--- src/rtl/ppt_pkg.sv ---
package ppt_pkg;

    // Preference held in each two-input cell
    typedef enum logic {
        FAV_LOW  = 1'b0,
        FAV_HIGH = 1'b1
    } pref_e;

    // Local decision of a cell, before the upper-layer grants are applied
    typedef struct packed {
        logic hi;
        logic lo;
    } pair_gnt_t;

    function automatic pair_gnt_t decide(input logic [1:0] r, input pref_e p);
        pair_gnt_t d;
        d.lo = r[0] & (~r[1] | (p == FAV_LOW));
        d.hi = r[1] & ~d.lo;
        return d;
    endfunction

endpackage

--- src/rtl/ppt_cell.sv ---
module ppt_cell
    import ppt_pkg::*;
#(
    parameter int UPW = 1
) (
    input  logic           clk,
    input  logic           rst,
    input  logic           slot,
    input  logic [1:0]     req,
    input  logic [UPW-1:0] up_gnt,
    output logic [1:0]     gnt
);
    pref_e     pref_q;
    pair_gnt_t loc;
    logic      all_up;

    // local decision does not wait on the upper grants
    assign loc    = decide(req, pref_q);
    assign all_up = &up_gnt;
    // upper grants join at the final gate stage
    assign gnt    = {loc.hi & all_up, loc.lo & all_up};

    always_ff @(posedge clk) begin
        if (rst) begin
            pref_q <= FAV_LOW;
        end else if (slot && all_up && (loc.lo || loc.hi)) begin
            pref_q <= loc.lo ? FAV_HIGH : FAV_LOW;
        end
    end
endmodule

--- src/rtl/ppt_quad.sv ---
module ppt_quad (
    input  logic       clk,
    input  logic       rst,
    input  logic       slot,
    input  logic [3:0] req,
    input  logic       grp_gnt,
    output logic       grp_req,
    output logic [3:0] gnt
);
    logic [1:0] pair_req;
    logic [1:0] pair_gnt;

    assign pair_req[0] = req[0] | req[1];
    assign pair_req[1] = req[2] | req[3];
    assign grp_req     = |req;

    ppt_cell #(.UPW(1)) u_mid (
        .clk(clk), .rst(rst), .slot(slot),
        .req(pair_req), .up_gnt(grp_gnt), .gnt(pair_gnt)
    );

    for (genvar p = 0; p < 2; p++) begin : g_leaf
        ppt_cell #(.UPW(2)) u_leaf (
            .clk(clk), .rst(rst), .slot(slot),
            .req(req[2*p +: 2]),
            .up_gnt({grp_gnt, pair_gnt[p]}),
            .gnt(gnt[2*p +: 2])
        );
    end
endmodule

--- src/rtl/ppt_tree.sv ---
module ppt_tree #(
    parameter int N = 16
) (
    input  logic         clk,
    input  logic         rst,
    input  logic         slot,
    input  logic [N-1:0] req,
    input  logic         up_gnt,
    output logic         grp_req,
    output logic [N-1:0] gnt
);
    localparam int LG = $clog2(N);

    if (N == 2) begin : g_cell
        ppt_cell #(.UPW(1)) u_cell (
            .clk(clk), .rst(rst), .slot(slot),
            .req(req), .up_gnt(up_gnt), .gnt(gnt)
        );
        assign grp_req = |req;
    end else if (N == 4) begin : g_quad
        ppt_quad u_quad (
            .clk(clk), .rst(rst), .slot(slot),
            .req(req), .grp_gnt(up_gnt), .grp_req(grp_req), .gnt(gnt)
        );
    end else if ((LG % 2) == 0) begin : g_four
        localparam int SUB = N / 4;
        logic [3:0] sub_req;
        logic [3:0] sub_gnt;
        for (genvar s = 0; s < 4; s++) begin : g_sub
            ppt_tree #(.N(SUB)) u_sub (
                .clk(clk), .rst(rst), .slot(slot),
                .req(req[s*SUB +: SUB]), .up_gnt(sub_gnt[s]),
                .grp_req(sub_req[s]), .gnt(gnt[s*SUB +: SUB])
            );
        end
        ppt_quad u_top (
            .clk(clk), .rst(rst), .slot(slot),
            .req(sub_req), .grp_gnt(up_gnt), .grp_req(grp_req), .gnt(sub_gnt)
        );
    end else begin : g_two
        localparam int SUB = N / 2;
        logic [1:0] sub_req;
        logic [1:0] sub_gnt;
        for (genvar s = 0; s < 2; s++) begin : g_sub
            ppt_tree #(.N(SUB)) u_sub (
                .clk(clk), .rst(rst), .slot(slot),
                .req(req[s*SUB +: SUB]), .up_gnt(sub_gnt[s]),
                .grp_req(sub_req[s]), .gnt(gnt[s*SUB +: SUB])
            );
        end
        ppt_cell #(.UPW(1)) u_root (
            .clk(clk), .rst(rst), .slot(slot),
            .req(sub_req), .up_gnt(up_gnt), .gnt(sub_gnt)
        );
        assign grp_req = |sub_req;
    end
endmodule

--- src/rtl/ppt_arbiter.sv ---
module ppt_arbiter #(
    parameter int N = 16
) (
    input  logic         clk,
    input  logic         rst,
    input  logic         slot,
    input  logic [N-1:0] req,
    output logic [N-1:0] gnt
);
    logic any_req;

    // the root is granted whenever anything below it requests
    ppt_tree #(.N(N)) u_tree (
        .clk(clk), .rst(rst), .slot(slot),
        .req(req), .up_gnt(any_req), .grp_req(any_req), .gnt(gnt)
    );
endmodule

--- config.mk ---
export PLATFORM = sky130hd
export DESIGN_NAME = ppt_arbiter
export DESIGN_NICKNAME = d
export VERILOG_FILES = /design/src/rtl/ppt_pkg.sv /design/src/rtl/ppt_cell.sv /design/src/rtl/ppt_quad.sv /design/src/rtl/ppt_tree.sv /design/src/rtl/ppt_arbiter.sv
export SDC_FILE = /design/constraint.sdc
export NUM_CORES = 1
export LEC_CHECK = 0
export BUFFER_PORTS_ARGS = -buffer_cell sky130_fd_sc_hd__buf_2
export CORE_ASPECT_RATIO = 0.9
export CORE_MARGIN = 2
export CORE_UTILIZATION = 45
export CTS_CLUSTER_DIAMETER = 40
export CTS_CLUSTER_SIZE = 8
export DETAILED_ROUTE_END_ITERATION = 6
export PLACE_DENSITY = 0.82
export SLEW_MARGIN = 40
export SYNTH_ARGS = -nofsm -noshare
export SYNTH_HDL_FRONTEND = slang
export SYNTH_SLANG_ARGS = --single-unit
--- constraint.sdc ---
create_clock -name clk -period 1.9 [get_ports clk]
set_input_delay 0.19 -clock clk [delete_from_list [all_inputs] [get_ports clk]]
set_output_delay 0.19 -clock clk [all_outputs]
set_load 0.005 [all_outputs]
======== Word-level counts from Yosys, hierarchy flattened ========
Cells that the tools add are included.
word-level totals
  output and inout bits ................... 16
  logic and storage cells ................. 220
  register bits ........................... 15
  input port bits ......................... 19
cells by class
  bitwise logic cells ..................... 130
  reductions and logical operators ........ 60
  multiplexer cells ....................... 15
operators with widths
  cell                 count
  1-bit AND            60
  1-bit inverter       45
  1-bit logical AND    30
  1-bit bitwise OR     25
  2-bit AND reduction  10
  16-bit OR reduction  1
  4-bit OR reduction   4
  1-bit logical OR     15
  1-bit 2-to-1 mux     15

======== Longest topological paths before layout ========
  depth after elaboration ................. 14
  depth in mapped cells ................... 5
  gate-level depth less buffers ........... 4

======== Cells and area by module ========
A second synthesis with hierarchy kept.
unflattened totals
  cells, all modules ...................... 150
  area, all modules ....................... 1213.7 µm²
by module, submodules not included
  module                                                                       seq. area each (µm²)  cells each  area an instance (µm²)  times used
  ppt_cell at u_tree.g_four.g_sub[0].u_sub.g_quad.u_quad.g_leaf[0].u_leaf ...  20.0                  9           78.8                    10
  ppt_cell at u_tree.g_four.g_sub[0].u_sub.g_quad.u_quad.u_mid ...             20.0                  9           65.1                    5
  ppt_quad                                                                     0.0                   3           20.0                    5

======== Worst setup path before layout ========
Ideal clock, no wire load.
  path kind ............................... input port to flip-flop
  from .................................... input port req[13]
  to ...................................... register u_tree.g_four.u_top.g_leaf[0].u_leaf.pref_q
  path slack .............................. 206 ps
  required time ........................... 1830 ps
  data arrival time ....................... 1623 ps
  buffers on the path ..................... 1
  setup time .............................. 70 ps
  stages on the path ...................... 5
  cell sequence ........................... or4_4 -> o21a_1 -> buf_6 -> or4_1 -> a21oi_1
between the ends
  longest elaborated chain between the ends .. 9
  elaborated cells on any way between the ends .. 10
  classes of those cells .................. bitwise: 5; reduce/logical: 5
ends and longest elaborated chain
  what                                line              source
  from (decl)                         ppt_arbiter.sv:7  input logic [N-1:0] req,
  4-bit OR reduction                  ppt_quad.sv:15    assign grp_req = |req;
  1-bit bitwise OR                    ppt_quad.sv:14    assign pair_req[1] = req[2] | req[3];
  1-bit inverter                      ppt_pkg.sv:17     d.lo = r[0] & (~r[1] | (p == FAV_LOW));
  1-bit bitwise OR                    ppt_pkg.sv:17
  1-bit AND                           ppt_pkg.sv:17
  1-bit AND                           ppt_cell.sv:21    assign gnt = {loc.hi & all_up, loc.lo & all_up};
  2-bit AND reduction (*)             ppt_cell.sv:19    assign all_up = &up_gnt;
  1-bit logical AND (*) (2 in a row)  ppt_cell.sv:26    end else if (slot && all_up && (loc.lo || loc.hi)) begin
  to (signal assigned)                ppt_cell.sv:27    pref_q <= loc.lo ? FAV_HIGH : FAV_LOW;
  to (decl)                           ppt_cell.sv:13    pref_e pref_q;
Every way passes the cells marked *; elsewhere a longest branch is shown, timed or not.
A chain may end at the register's enable or synchronous reset.

======== Final worst setup path ========
  from .................................... input port req[9]
  to ...................................... output port gnt[7]
between the ends
  longest elaborated chain between the ends .. 11
  elaborated cells on any way between the ends .. 12
  classes of those cells .................. bitwise: 8; reduce/logical: 4
ends and longest elaborated chain
  what                     line              source
  4-bit OR reduction       ppt_quad.sv:15
  1-bit bitwise OR         ppt_quad.sv:14
  1-bit inverter           ppt_pkg.sv:17
  1-bit bitwise OR         ppt_pkg.sv:17
  1-bit AND                ppt_pkg.sv:17
  1-bit AND                ppt_cell.sv:21
  2-bit AND reduction (*)  ppt_cell.sv:19
  1-bit AND (*)            ppt_cell.sv:21
  1-bit AND                ppt_cell.sv:21
  2-bit AND reduction (*)  ppt_cell.sv:19
  1-bit AND (*)            ppt_cell.sv:21
  to (decl)                ppt_arbiter.sv:8  output logic [N-1:0] gnt
Marks and branches as above.

==> flow_metrics.py <==
metrics = {
    "run_status": {
        "run_status": "finished, final reports clean",
    },
    "clock_tree": {
        "cts_tree": "built",
        "holdBufCountCts": 0,
        "cts_htree_levels": 1,
        "cts_num_sinks": 15,
        "cts_root_buf": "clkbuf_4",
        "clkLatencyLatePin_ps": 290,
        "cts_buffers": 3,
        "clk_path_buf_depth": 2,
        "clk_pin_slew_ps": 90,
    },
    "pwr": {
        "clkPwrFrac_pct": 25.1,
        "p_sw_share_pct": 33.2,
        "leakagePower_nw": 0.647,
        "p_per_area_nw_per_um2": 523,
        "p_sw_mw": 0.249,
        "peakVddDrop_mv": 0.507,
        "power.internal_mw": 0.501,
        "p_comb_share_pct": 29.2,
        "p_seq_share_pct": 45.6,
    },
    "layout": {
        "nFillCells": 241,
        "nets": 214,
        "multiInputGateArea_um2": 767,
        "fin_util_pct": 60.2,
        "diodes": 0,
        "fin_cells": 222,
        "postLayoutCellArea_um2": 1440,
        "regArea_um2": 300,
        "area_growth_syn_to_layout_pct": 30.0,
        "drive_gt1_share_pct": 33.5,
    },
    "global_routing": {
        "grt_overflow": 0,
        "grt_use_total_pct": 23.1,
        "grt_max_degree": 18,
        "antenna_found_initial": 0,
        "grt_pass1_wl_um": 5380,
        "grt_pass1_vias": 1325,
    },
    "setup_path": {
        "cp-start-kind": "primary input",
        "required_ps": 1710,
        "crit_fanout": 10,
        "arrival_ps": 1620,
        "end_kind": "output pin",
        "critical_path_class": "in -> out",
    },
    "sta": {
        "slew_violations": 0,
        "period_needed_ps": 1810,
        "finalSetupViolations": 0,
        "hold_violations": 0,
        "worstMarginPinSlew_ps": 476,
        "relSlewSlack_pct": 67.9,
        "clock_skew_ps": 1.12,
        "fmax_mhz": 552,
        "period_share_pct": 95.4,
        "finalSetupTns_ps": 0,
        "rsz0062_at_grt": "no",
    },
    "yosys": {
        "synth_most_common_cell": "nand2_1",
        "ys_warn_count": 0,
        "synth.avg_cell_area_um2": 7.56,
        "synth_ff_type": "dfxtp_1",
        "synth_top_area_share_pct": 27.2,
        "synth_common_cells": "nand2_1, dfxtp_1, nor2_1, o21ai_0, a21oi_1",
        "synth.largest_area_cell": "dfxtp_1",
        "yosys_register_bits": 15,
        "async_reset_ff_share_pct": 0,
        "synthCells": 146,
        "ys_types": 39,
        "synth.net_count": 165,
        "synth_area_leaders": "dfxtp_1, nand2_1, o21ai_0, or4_1, o41ai_1",
        "netlist_area_um2": 1100,
        "synth_edf_count": 0,
        "synth.yosys.seq_area_share_pct": 27.2,
    },
    "detailed_routing": {
        "first_pass_iters": 4,
        "routed_via_density": 6.12,
        "wire_per_inst_um": 14.3,
        "ant_nets": 0,
        "drt_iter0_drc": 39,
        "via_count": 1359,
        "wirelength_um": 3170,
        "drc": 0,
    },
    "placement": {
        "dp_hpwl_um": 2450,
        "gp_congestion": 0.826,
        "dp.cells": 218,
        "io_buffers": 34,
        "place_area_um2": 1390,
    },
    "die": {
        "dieArea_um2": 2870,
        "num_io_pins": 35,
        "rows": 17,
        "dieHeight_um": 51.0,
        "start_util_pct": 46.3,
        "die_w_um": 56.2,
        "core_um2": 2380,
    },
    "hold_path": {
        "hold_path_class": "in -> reg",
    },
    "run": {
        "max_cap_violations": 0,
    },
}
-- area by class of cell --
type                            instances  area share (%)
Sequential cell                        15            20.9
Clock inverter                          1           0.349
Inverter                                6            1.57
Timing Repair Buffer                   49            19.7
Tap cell                               28            2.44
Clock buffer                            3            1.57
Multi-Input combinational cell        120            53.4
-- flip-flops by register name, indices dropped and copies added, names as in the netlist --
| name | flops |
|---|---|
| u_tree.g_four.g_sub.u_sub.g_quad.u_quad.g_leaf.u_leaf.pref_q | 8 |
| u_tree.g_four.g_sub.u_sub.g_quad.u_quad.u_mid.pref_q | 4 |
| u_tree.g_four.u_top.g_leaf.u_leaf.pref_q | 2 |
| u_tree.g_four.u_top.u_mid.pref_q | 1 |
-- through the flow --
stage | hold slack, ps | power (mW) | setup WS, ps
3_3_place_gp | 466 | 0.548 | 35.9
4_1_cts | 245 | 0.750 | 27.4
6_report | 258 | 0.750 | 87.9
2_1_floorplan | 361 | 0.459 | 206
3_5_place_dp | 476 | 0.560 | -9.46
5_1_grt | 265 | 0.802 | 2.37
-- what timing repair did --
item | 4_1_cts | 5_1_grt
setup endpoints to repair | 2 | 5
setup buffers | 0 | 0
resized for setup | 1 | 3
-- cells by family after synthesis --
family / after synthesis / synth area share (%)
AO/OA/AOI/OAI: 48 / 29.7
multiplexers: 2 / 2.04
flip-flops: 15 / 27.2
AND/OR/NAND/NOR: 70 / 35.8
buffers and inverters: 11 / 5.22
-- path summary, 6_finish.rpt --
path,start,to,slack [ps],cells after the start
setup / recovery,req[9],gnt[7],90,6
hold reg to reg,register,register,490,2
hold / removal,req[10],register,260,3
setup reg to reg,register,register,380,4
-- power groups by stage --
stage / combinational (mW) / sequential (mW) / clock, mW
after floorplan: 0.114 / 0.345 / 0
after global placement: 0.201 / 0.347 / 0
after detailed placement: 0.212 / 0.348 / 0
after CTS: 0.213 / 0.341 / 0.195
after global routing: 0.243 / 0.344 / 0.215
final: 0.219 / 0.342 / 0.189
-- critical path, cell delays in order --
cell	delay (ps)
buf_2	100
or4_1	560
o21a_2	300
a211oi_2	180
and3_1	180
buf_2	110
-- cell usage in the layout, fill, tap and decap left out, types with 2 or more instances in the layout --
cell,Yosys,final
or4_1,7,7
o21bai_1,2,2
nand4_1,2,2
o2111a_1,2,2
dfxtp_1,15,15
clkbuf_4,1,3
o211ai_1,2,2
a21oi_1,10,10
nor2b_1,3,3
nand2b_1,4,4
o21ai_0,13,13
nor4_1,3,2
buf_2,0,34
inv_1,6,6
and3_1,6,6
o41ai_1,6,6
o311ai_0,2,2
nand3_1,3,3
nor3_1,2,2
mux2_2,2,2
a211oi_1,3,2
nor4_4,1,2
o31ai_1,3,3
nor2_1,13,13
buf_4,0,15
nand2_1,19,19
-- layer usage --
metal	vias to the layer above	global-route usage (%)	wire length (um)
met2	54	44.3	1610
met1	641	25.7	1330
met4	0	5.16	42
met5	-	0	0
li1	658	-	-
met3	6	5.82	190
No activity file was read; power rests on OpenSTA's default activity.
